File: config.mk
export PLATFORM = sky130hd
export DESIGN_NAME = supply_seq
export DESIGN_NICKNAME = d
export VERILOG_FILES = /design/src/rtl/supply_seq_pkg.sv /design/src/rtl/seq_datapath.sv /design/src/rtl/seq_control.sv /design/src/rtl/supply_seq.sv
export SDC_FILE = /design/constraint.sdc
export NUM_CORES = 1
export LEC_CHECK = 0
export ABC_AREA = 0
export BUFFER_PORTS_ARGS = -buffer_cell sky130_fd_sc_hd__buf_4
export CAP_MARGIN = 20
export CORE_ASPECT_RATIO = 0.8
export CORE_UTILIZATION = 42
export DETAILED_ROUTE_END_ITERATION = 10
export SLEW_MARGIN = 20
export SYNTH_ARGS = -nofsm -noshare
export SYNTH_HDL_FRONTEND = slang
export SYNTH_SLANG_ARGS = --single-unit
File: constraint.sdc
create_clock -name clk -period 2.35 [get_ports clk]
set_input_delay 0.47 -clock clk [delete_from_list [all_inputs] [get_ports clk]]
set_output_delay 0.47 -clock clk [all_outputs]
set_load 0.01 [all_outputs]
File: src/rtl/supply_seq_pkg.sv
package supply_seq_pkg;

  typedef enum logic [1:0] {
    PH_START   = 2'd0,
    PH_SWITCH  = 2'd1,
    PH_LATCHED = 2'd2
  } phase_e;

  localparam int FLAG_COUNT = 7;
  localparam int F_START    = 0;
  localparam int F_UVLO1    = 1;
  localparam int F_UVLO2    = 2;
  localparam int F_VCC_OV   = 3;
  localparam int F_DMG_OVP  = 4;
  localparam int F_DMG_LOW  = 5;
  localparam int F_OTEMP    = 6;

  typedef struct packed {
    logic enterLatched;
    logic enterStartup;
    logic inSwitch;
  } seq_strobe_t;

  typedef struct packed {
    logic startOk;
    logic uvlo1Ok;
    logic uvlo2Ok;
    logic thermalTrip;
    logic ovpLatched;
    logic standby;
  } seq_status_t;

endpackage

File: src/rtl/seq_datapath.sv
module seq_datapath
  import supply_seq_pkg::*;
#(
  parameter int STABLE_CYCLES = 4
) (
  input  logic                  clk,
  input  logic                  rstN,
  input  logic [FLAG_COUNT-1:0] rawFlags,
  input  logic                  cycleDone,
  input  logic                  cycleNoOc,
  input  seq_strobe_t           strb,
  output seq_status_t           status
);

  localparam int CNT_W = (STABLE_CYCLES > 1) ? $clog2(STABLE_CYCLES) : 1;
  localparam logic [CNT_W-1:0] CNT_LAST = CNT_W'(STABLE_CYCLES - 1);

  logic [FLAG_COUNT-1:0] syncA;
  logic [FLAG_COUNT-1:0] syncB;
  logic [FLAG_COUNT-1:0] filt;

  always_ff @(posedge clk or negedge rstN) begin
    if (!rstN) begin
      syncA <= '0;
      syncB <= '0;
    end else begin
      syncA <= rawFlags;
      syncB <= syncA;
    end
  end

  for (genvar g = 0; g < FLAG_COUNT; g++) begin : g_flag
    if (STABLE_CYCLES <= 1) begin : g_direct
      always_ff @(posedge clk or negedge rstN) begin
        if (!rstN) filt[g] <= 1'b0;
        else       filt[g] <= syncB[g];
      end
    end else begin : g_debounce
      logic [CNT_W-1:0] holdCnt;
      always_ff @(posedge clk or negedge rstN) begin
        if (!rstN) begin
          holdCnt <= '0;
          filt[g] <= 1'b0;
        end else if (syncB[g] != filt[g]) begin
          if (holdCnt == CNT_LAST) begin
            holdCnt <= '0;
            filt[g] <= syncB[g];
          end else begin
            holdCnt <= holdCnt + 1'b1;
          end
        end else begin
          holdCnt <= '0;
        end
      end
    end
  end

  logic lastNoOc;
  logic modeQ;
  logic ovpQ;

  always_ff @(posedge clk or negedge rstN) begin
    if (!rstN)                          lastNoOc <= 1'b0;
    else if (cycleDone && strb.inSwitch) lastNoOc <= cycleNoOc;
  end

  always_ff @(posedge clk or negedge rstN) begin
    if (!rstN)                                 modeQ <= 1'b0;
    else if (filt[F_DMG_LOW])                  modeQ <= 1'b0;
    else if (strb.enterLatched)                modeQ <= lastNoOc;
    else if (strb.enterStartup && !lastNoOc)   modeQ <= 1'b0;
  end

  always_ff @(posedge clk or negedge rstN) begin
    if (!rstN)                                 ovpQ <= 1'b0;
    else if (filt[F_VCC_OV] || filt[F_DMG_OVP]) ovpQ <= 1'b1;
    else if (strb.enterStartup)                ovpQ <= 1'b0;
  end

  always_comb begin
    status.startOk     = filt[F_START];
    status.uvlo1Ok     = filt[F_UVLO1];
    status.uvlo2Ok     = filt[F_UVLO2];
    status.thermalTrip = filt[F_OTEMP];
    status.ovpLatched  = ovpQ;
    status.standby     = modeQ;
  end

  // standby is only entered from a stored PWM-ended cycle at wait entry
  p_mode_set_from_lw_r5: assert property (@(posedge clk) disable iff (!rstN)
    $rose(modeQ) |-> $past(strb.enterLatched && lastNoOc));

  // the protection latch is released only at start-up entry
  p_ovp_release_r8: assert property (@(posedge clk) disable iff (!rstN)
    $fell(ovpQ) |-> $past(strb.enterStartup));

  // a filtered recovery flag leaves the block in normal mode next cycle
  p_recover_clears_r7: assert property (@(posedge clk) disable iff (!rstN)
    filt[F_DMG_LOW] |=> !modeQ);

endmodule

File: src/rtl/seq_control.sv
module seq_control
  import supply_seq_pkg::*;
(
  input  logic        clk,
  input  logic        rstN,
  input  seq_status_t status,
  output seq_strobe_t strb,
  output logic        hvSourceEn,
  output logic        switchEn,
  output logic        standbySourceEn,
  output logic        standbyMode
);

  phase_e phase;
  phase_e phaseNext;

  always_comb begin
    phaseNext = phase;
    unique case (phase)
      PH_START:   if (status.startOk)  phaseNext = PH_SWITCH;
      PH_SWITCH:  if (!status.uvlo1Ok) phaseNext = PH_LATCHED;
      PH_LATCHED: if (!status.uvlo2Ok) phaseNext = PH_START;
      default:                         phaseNext = PH_START;
    endcase
  end

  always_ff @(posedge clk or negedge rstN) begin
    if (!rstN) phase <= PH_START;
    else       phase <= phaseNext;
  end

  always_comb begin
    strb.enterLatched = (phase == PH_SWITCH)  && (phaseNext == PH_LATCHED);
    strb.enterStartup = (phase == PH_LATCHED) && (phaseNext == PH_START);
    strb.inSwitch     = (phase == PH_SWITCH);
  end

  always_comb begin
    hvSourceEn      = (phase == PH_START);
    switchEn        = (phase == PH_SWITCH) && !status.ovpLatched && !status.thermalTrip;
    standbyMode     = status.standby;
    standbySourceEn = status.standby && (phase != PH_LATCHED);
  end

  // start source and driver are never enabled together
  p_hv_sw_exclusive_r2: assert property (@(posedge clk) disable iff (!rstN)
    $onehot0({hvSourceEn, switchEn}));

  // switching is only entered from start-up
  p_switch_from_start_r4: assert property (@(posedge clk) disable iff (!rstN)
    (phase == PH_SWITCH && $past(phase) != PH_SWITCH) |-> $past(phase) == PH_START);

  // the wait phase is only entered from switching
  p_wait_from_switch_r3: assert property (@(posedge clk) disable iff (!rstN)
    (phase == PH_LATCHED && $past(phase) != PH_LATCHED) |-> $past(phase) == PH_SWITCH);

  // the bias source is never on in normal mode
  p_bias_needs_standby_r6: assert property (@(posedge clk) disable iff (!rstN)
    standbySourceEn |-> standbyMode);

  // a latched over-voltage keeps the driver off
  p_ovp_blocks_r8: assert property (@(posedge clk) disable iff (!rstN)
    status.ovpLatched |-> !switchEn);

endmodule

File: src/rtl/supply_seq.sv
module supply_seq
  import supply_seq_pkg::*;
#(
  parameter int STABLE_CYCLES = 4
) (
  input  logic clk,
  input  logic rstN,
  input  logic vccAboveStart,
  input  logic vccAboveUvlo1,
  input  logic vccAboveUvlo2,
  input  logic vccOverVolt,
  input  logic demagAboveOvp,
  input  logic demagBelowRecover,
  input  logic overTemp,
  input  logic cycleDone,
  input  logic cycleNoOc,
  output logic hvSourceEn,
  output logic switchEn,
  output logic standbySourceEn,
  output logic standbyMode
);

  logic [FLAG_COUNT-1:0] rawFlags;
  seq_strobe_t           strb;
  seq_status_t           status;

  always_comb begin
    rawFlags            = '0;
    rawFlags[F_START]   = vccAboveStart;
    rawFlags[F_UVLO1]   = vccAboveUvlo1;
    rawFlags[F_UVLO2]   = vccAboveUvlo2;
    rawFlags[F_VCC_OV]  = vccOverVolt;
    rawFlags[F_DMG_OVP] = demagAboveOvp;
    rawFlags[F_DMG_LOW] = demagBelowRecover;
    rawFlags[F_OTEMP]   = overTemp;
  end

  seq_datapath #(.STABLE_CYCLES(STABLE_CYCLES)) datapath_i (
    .clk       (clk),
    .rstN      (rstN),
    .rawFlags  (rawFlags),
    .cycleDone (cycleDone),
    .cycleNoOc (cycleNoOc),
    .strb      (strb),
    .status    (status)
  );

  seq_control control_i (
    .clk             (clk),
    .rstN            (rstN),
    .status          (status),
    .strb            (strb),
    .hvSourceEn      (hvSourceEn),
    .switchEn        (switchEn),
    .standbySourceEn (standbySourceEn),
    .standbyMode     (standbyMode)
  );

endmodule

; Yosys cells after proc, flatten, opt, wreduce, memory -nomap -nowiden
; Index checks and enable logic that the tools add are counted.
; Widths: inputs -> output; s select.
[op_classes]
n_mux = 23
n_eq_ne = 18
reduce_logical = 22
addsub = 7
[ops]
columns = cell, n
row1 = $mux 2, 17
row2 = $eq 2x2->1 const B, 9
row3 = $add 2x1->2 const B, 7
row4 = $reduce_and 2->1, 7
row5 = $logic_and 1x1->1, 7
row6 = $ne 1x1->1, 7
row7 = $pmux 2 s3, 1
row8 = $mux 1, 5
row9 = $logic_not 2->1, 2
row10 = $logic_not 1->1, 3
row11 = $reduce_bool 3->1, 1
row12 = $eq 2x1->1 const B, 1
row13 = $ne 2x2->1 const B, 1
row14 = $reduce_bool 2->1, 1
row15 = $logic_or 1x1->1, 1
[word_totals]
regBits = 40
out_inout_bits = 4
wordCells = 90

; Depth between registers and ports, before layout
; Gate-level depths: netlist of the first run.
[depth]
word_depth = 8
ltp_mapped = 3

; Hierarchy
; A second synthesis of the first run with hierarchy kept.
[unflattened]
hier_cells = 102
area_unflattened_um2 = 1512.7
[by_module_without_submodules]
columns = module, n_inst, cells_each, area_per_inst_um2, seq_area_each_um2
row1 = seq_datapath, 1, 87, 1387.6, 950.9
row2 = seq_control, 1, 15, 125.1, 50.0

; Worst setup path before layout of the first run
; Ideal clock, no wire load.
[synth_path]
path_type = reg-to-output
startpoint = register control_i.phase[0]
endpoint = output switchEn
arrival_time_ps = 914
path_slack_ps = 966
required_time_ps = 1880
n_path_buf = 1
stages_incl_launch_ff = 4
path_cell_list = dfrtp_1 buf_6 inv_1 nor4_1
[synth_between]
elab_chain_cells = 3
[synth_lines]
columns = element, line_no
row1 = from (decl), seq_control.sv:14  ; phase_e phase;
row2 = from (signal assigned), seq_control.sv:29  ; else phase <= phaseNext;
row3 = $eq 2x1->1, seq_control.sv:40  ; switchEn = (phase == PH_SWITCH) && !status.ovpLatched && !status.thermalTrip;
row4 = $logic_and 1x1->1 (2 in a row), seq_control.sv:40
row5 = to (decl), supply_seq.sv:18  ; output logic switchEn,
; No other way between the ends.

; Worst setup path after layout of the first run
; Ends and elaborated chain as after synthesis.

==> results.md, run 1 <==
* Fin nets at roughly 130
* Layout cells sized above 1 at 0.252
* Place WS at 0.843 ns
* Core area at ~3200 um2
* DR vias at 753
* Area of the multi-input gates at roughly 420 um2
* PortBufs at 14
* Max VDD drop at 0.551 mV
* Max-Cap Viols at 0
* DRC violations left at 0
* Max-slew headroom at 0.678
* Worst Reg-to-Reg Cells at 2
* Cts hold-fix bufs at 0
* WL met1 at roughly 950 um
* Fin crit period at 1.81 ns
* Post-synth design cell area at 1460 um2
* Max Slew Vio Count at 0
* Routed wl met3 at between 80 and 90 um
* # diodes at 0
* Clock Skew at approximately 0.0060 ns
* Storage element area at 1000 um2
* Post-cts sizing count at 0
* Die area at 3710 um2
* Gp weighted congestion at roughly 0.71
* Mapped Nets at 112
* Vias/cell at 4.99
* Root Buffer: clkbuf_8
* Clk sink count at 40
* WL/cell at 13.2 um
* CTS buffer count at 5
* Worst-margin pin slew at 0.484 ns
* Clock tree buffer depth at 2
* Status: completed
* Chip Width at 67.8 um
* Power Total at between 1.5 and 2 mW
* # setup viols final at 0
* Reg clk slew, reported paths at approximately 0.07 ns
* Period utilisation layout at 0.771
* Setup TNS Final at 0 ns
* Min-delay worst type: in2async
* Synth cell types at 22
* Synth Warn # at 0
* Max Clock Freq at about 0.55 GHz
* Ports at 15
* CTS tree: yes
* Dominant cell type by area after synthesis: dfrtp_1
* Pwr dens at 1150 nW/um2
* Largest net degree at the start of global routing at just over 40
* Die height at around 55 um
* CP Launch Type: register
* Initial core utilization at 0.455
* Final Hold Fails at 0
* Post-Synthesis Cells at 94
* Synthesis-to-finish area growth at 13.8%
* First-pass GRT wire length at around 3.3 mm
* Syn_area_per_cell at 15.5 um2
* Grt total ovfl at 0
* Worst Path Required at 1.88 ns
* Worst Path Max Fanout at 9
* RSZ-0062 raised after global routing: false
* Largest cells by area after synthesis: dfrtp_1, mux2_2, ha_1
* Drt first pass iters at 2
* Critical path class: reg2out
* Setup slack after layout at approximately 0.54 ns
* Initial antenna violation count at 0
* Vias in the first global route at 724
* Post-synth top area share at 0.688
* Gr usage total at 0.132
* Fillers at 275
* Crit path arrival time at about 1.3 ns
* Leak at ~0.77 nW
* Rows at 18
* Setup crit end kind: output pin
* Routed wire length at ~2 mm
* Met2 wire len at roughly 910 um
* Detailed placement HPWL at roughly 1.4 mm
* H-tree depth at 2
* Final antenna-violating net count at 0
* Sequential cell area fraction in the yosys report at 0.688
* Top routing layer in use: met4
* DR iter-0 viols at 24
* Worst skew pair latency at 0.28 ns
* Yosys reg bits at 40
* Post-CTS setup buffer count at 0
[final timing paths]
kind | from | endpoint | slack, ns
worst max-delay path | control_i.phase[0] | switchEn | 0.54
worst min-delay path | rstN | datapath_i.g_flag[3].g_debounce.holdCnt[0] | 0.15
worst max register to register | control_i.phase[1] | datapath_i.modeQ | 0.95
worst min register to register | datapath_i.syncA[3] | datapath_i.syncB[3] | 0.35
max in group asynchronous | rstN | datapath_i.g_flag[5].g_debounce.holdCnt[0] | 1.86
min in group clk | vccAboveStart | datapath_i.syncA[0] | 0.29
[power by group]
group          internal, mW  total, mW  switching, mW  leakage [nW]
clock                 0.191      0.389          0.198        0.0359
sequential            0.892       1.06          0.163         0.487
combinational         0.278      0.462          0.183         0.243
total                  1.36       1.91          0.545         0.766
[worst max-delay path, stage by stage (launching register included)]
cell     delay (ns)
dfrtp_1        0.48
inv_1          0.10
nor4_1         0.30
buf_4          0.18
[through the flow]
step	hold slack, ns	cell area (um2)	utilization	std cells
after floorplan	0.174	1460	-	94
after global placement	0.332	1590	0.496	146
after detailed placement	0.336	1590	0.496	146
after CTS	0.166	1660	0.518	151
after global routing	0.184	1660	0.518	151
final	0.149	1660	0.518	151
[routing by layer]
| layer | track usage | vias to the layer above |
|---|---|---|
| met5 | 0 | - |
| met4 | 0.0938 | 0 |
| met3 | 0.0563 | 8 |
| met2 | 0.188 | 13 |
| met1 | 0.160 | 378 |
| li1 | - | 354 |
[cell families after synthesis]
logic type,count (synthesis),share of synthesized area
AND/OR/NAND/NOR,24,0.104
adder cells (fa/ha/maj),7,0.0602
multiplexers,9,0.0688
XOR/XNOR,7,0.0421
flip-flops,40,0.688
buffers and inverters,4,0.0206
AO/OA/AOI/OAI,3,0.0163
[sequential cells by signal, indices dropped and copies added (netlist names)]
name,cells
datapath_i.lastNoOc,1
datapath_i.filt,3
datapath_i.syncA,7
datapath_i.syncB,7
datapath_i.status,4
datapath_i.ovpQ,1
datapath_i.g_flag.g_debounce.holdCnt,14
datapath_i.modeQ,1
control_i.phase,2
[layout make-up]
| class | count | area share |
|---|---|---|
| clock buffer | 5 | 0.0415 |
| inverter | 2 | 0.00453 |
| multi-input combinational | 50 | 0.256 |
| sequential | 40 | 0.604 |
| tap | 40 | 0.0302 |
| timing repair buffer | 14 | 0.0634 |
[Yosys cell counts]
| master | n |
|---|---|
| nand2_1 | 1 |
| nand3b_1 | 2 |
| or3b_1 | 1 |
| xnor2_1 | 6 |
| a21oi_1 | 1 |
| or3b_4 | 1 |
| buf_6 | 2 |
| nor4b_1 | 2 |
| ha_1 | 7 |
| nor3b_1 | 1 |
| nor4_1 | 1 |
| mux2i_1 | 1 |
| a211o_1 | 1 |
| dfrtp_1 | 40 |
| xor2_1 | 1 |
| nor2_1 | 2 |
| mux2_2 | 8 |
| and2_1 | 1 |
| inv_1 | 2 |
| nor3_1 | 6 |
| nor2b_1 | 6 |
| a2111oi_1 | 1 |
[cells in the final DEF, fill, tap and decap left out, types with 5 or more instances in the layout]
cell type	netlist	routed
clkbuf_8	0	5
nor2b_1	6	6
nor3_1	6	6
dfrtp_1	40	40
mux2_2	8	8
xnor2_1	6	6
ha_1	7	7
buf_4	0	14
Note: power is estimated with default switching activity, not from simulation.
==> inputs of run 2 (changes only) <==
- clock period: 2.35 -> 1.45 ns (I/O delays scaled with it)
==> results.md, run 2 (synthesized netlist as in run 1, its figures left out) <==
* Reg clk slew, reported paths at 0.08 ns
* Max Slew Vio Count at 0
* Die area at 3710 um2
* Synthesis-to-finish area growth at 20.6%
* Rows at 18
* RSZ-0062 raised after global routing: true
* Max VDD drop at 0.799 mV
* Worst Path Required at 1.16 ns
* Clock share of power at 0.252
* Number of flip-flops in the largest register at 14
* First-pass GRT wire length at 3.35 mm
* DR iter-0 viols at 19
* Leak at 0.809 nW
* PortBufs at 14
* Die height at 54.6 um
* Min-delay worst type: in2reg
* DR vias at 749
* Gp weighted congestion at 0.740
* Worst skew pair latency at 0.29 ns
* CTS buffer count at 5
* Core area at 3200 um2
* Sequential Power Share at 0.495
* Setup slack, reg-to-reg at 0.10 ns
* Fin nets at 136
* WL/cell at 12.7 um
* Status: completed
* Final antenna-violating net count at 0
* Period utilisation layout at 0.972
* Worst hold slack at 0.106 ns
* Drt first pass iters at 2
* Gr usage total at 0.135
* Vias in the first global route at about 800
* Most frequent cells in the layout: dfrtp_1, buf_4, mux2_2
* Clock tree buffer depth at 2
* CTS tree: yes
* Vias/cell at 4.71
* Routed wire length at 2.02 mm
* Critical path's slowest cell: dfrtp_2
* Layout cells sized above 1 at 0.319
* Pwr dens at 1950 nW/um2
* Ports at 15
* Setup TNS Final at 0 ns
* Biggest register: datapath_i.g_flag.g_debounce.holdCnt
* Commonest non-fill, non-tap cell in the layout: dfrtp_1
* Largest net degree at the start of global routing at between 40 and 50
* Initial antenna violation count at 0
* Max-Cap Viols at 0
* Fin crit period at 1.41 ns
* # setup viols final at 0
* Sw Share at 0.277
* Logic pwr share at 0.252
* CP Launch Type: register
* Sw Pwr at 0.943 mW
* Initial core utilization at 0.455
* Largest registers: datapath_i.g_flag.g_debounce.holdCnt: 14 flops, datapath_i.syncA: 7 flops, datapath_i.syncB: 7 flops
* Worst-margin pin slew at 0.495 ns
* Max-slew headroom at 0.670
* Critical path class: reg2out
* H-tree depth at 2
* Detailed placement HPWL at between 1 and 1.5 mm
* Int Power at 2.47 mW
* Clock Skew at just over 0.008 ns
* Chip Width at just under 70 um
* Root Buffer: clkbuf_8
* Most repeated library cell on the critical path: buf_4
* Max Clock Freq at 0.710 GHz
* Fin util at 0.549
* DRC violations left at 0
* Crit path arrival time at 1.12 ns
* Crit-path cells: buf_4 -> nor2_2 -> buf_4
* # diodes at 0
* Worst Path Max Fanout at 6
* Setup crit end kind: output pin
* Clk sink count at 40
* Final Hold Fails at 0
* Grt total ovfl at 0
* CP max stage delay at 0.45 ns
-- run 2: changes by cell type in the layout (fill, tap and decap cells not counted), sizes merged --
cell / delta
dlygate4sd3: +1
clkbuf: +1
clkinv: +1
buf: +4
bufinv: +1
-- run 2: critical path: cells and delay by family (launching register included) --
kind | cells | cell delay [ns]
flip-flops | 1 | 0.45
AND/OR/NAND/NOR | 1 | 0.09
buffers and inverters | 2 | 0.30
-- run 2: final timing paths --
kind / start / depth (start not counted) / to
max: control_i.phase[1] / 3 / hvSourceEn
min in group asynchronous: rstN / 2 / datapath_i.status[2]
max in group asynchronous: rstN / 2 / control_i.phase[1]
max reg2reg: control_i.phase[1] / 2 / datapath_i.modeQ
min reg2reg: datapath_i.syncA[1] / 0 / datapath_i.syncB[1]
min: vccAboveUvlo2 / 1 / datapath_i.syncA[2]
-- run 2: area by class of cell --
class	instances	area [um2]
Clock inverter	2	35.0
Clock buffer	6	72.6
Fill cell	277	1440
Timing Repair Buffer	19	145
Sequential cell	40	1000
Multi-Input combinational cell	50	442
Inverter	2	7.51
Tap cell	40	50.0
-- run 2: per-stage QoR --
stage                     power [mW]  cells  worst slack, ns  cell area, um2
final                           3.41    159           0.0407            1750
after global routing            3.68    159          -0.0251            1750
after CTS                       3.45    158         -0.00845            1750
after detailed placement        2.52    148           0.0932            1600
after global placement          2.46    148            0.134            1600
after floorplan                 2.27     94            0.117            1460
-- run 2: repair_timing --
action / in CTS / in global routing
setup buffers: 1 / 1
gates resized for setup: 5 / 0
pin swaps: 1 / 1
setup endpoints to repair: 2 / 2
endpoints found under the hold margin: 40 / 0
hold buffers: 1 / 0
-- run 2: power groups by stage --
stage,Sequential [mW],Clock (mW),Combinational [mW]
6_report,1.69,0.860,0.861
5_1_grt,1.75,0.945,0.988
4_1_cts,1.70,0.892,0.859
3_5_place_dp,1.71,0,0.811
3_3_place_gp,1.69,0,0.770
2_1_floorplan,1.63,0,0.640
-- run 2: per-layer routing --
metal,vias to the layer above,track usage,share of wire
met5,-,0,0
met3,2,0.0771,0.052
li1,366,-,-
met4,0,0.0625,0.0064
met2,12,0.216,0.49
met1,369,0.145,0.45
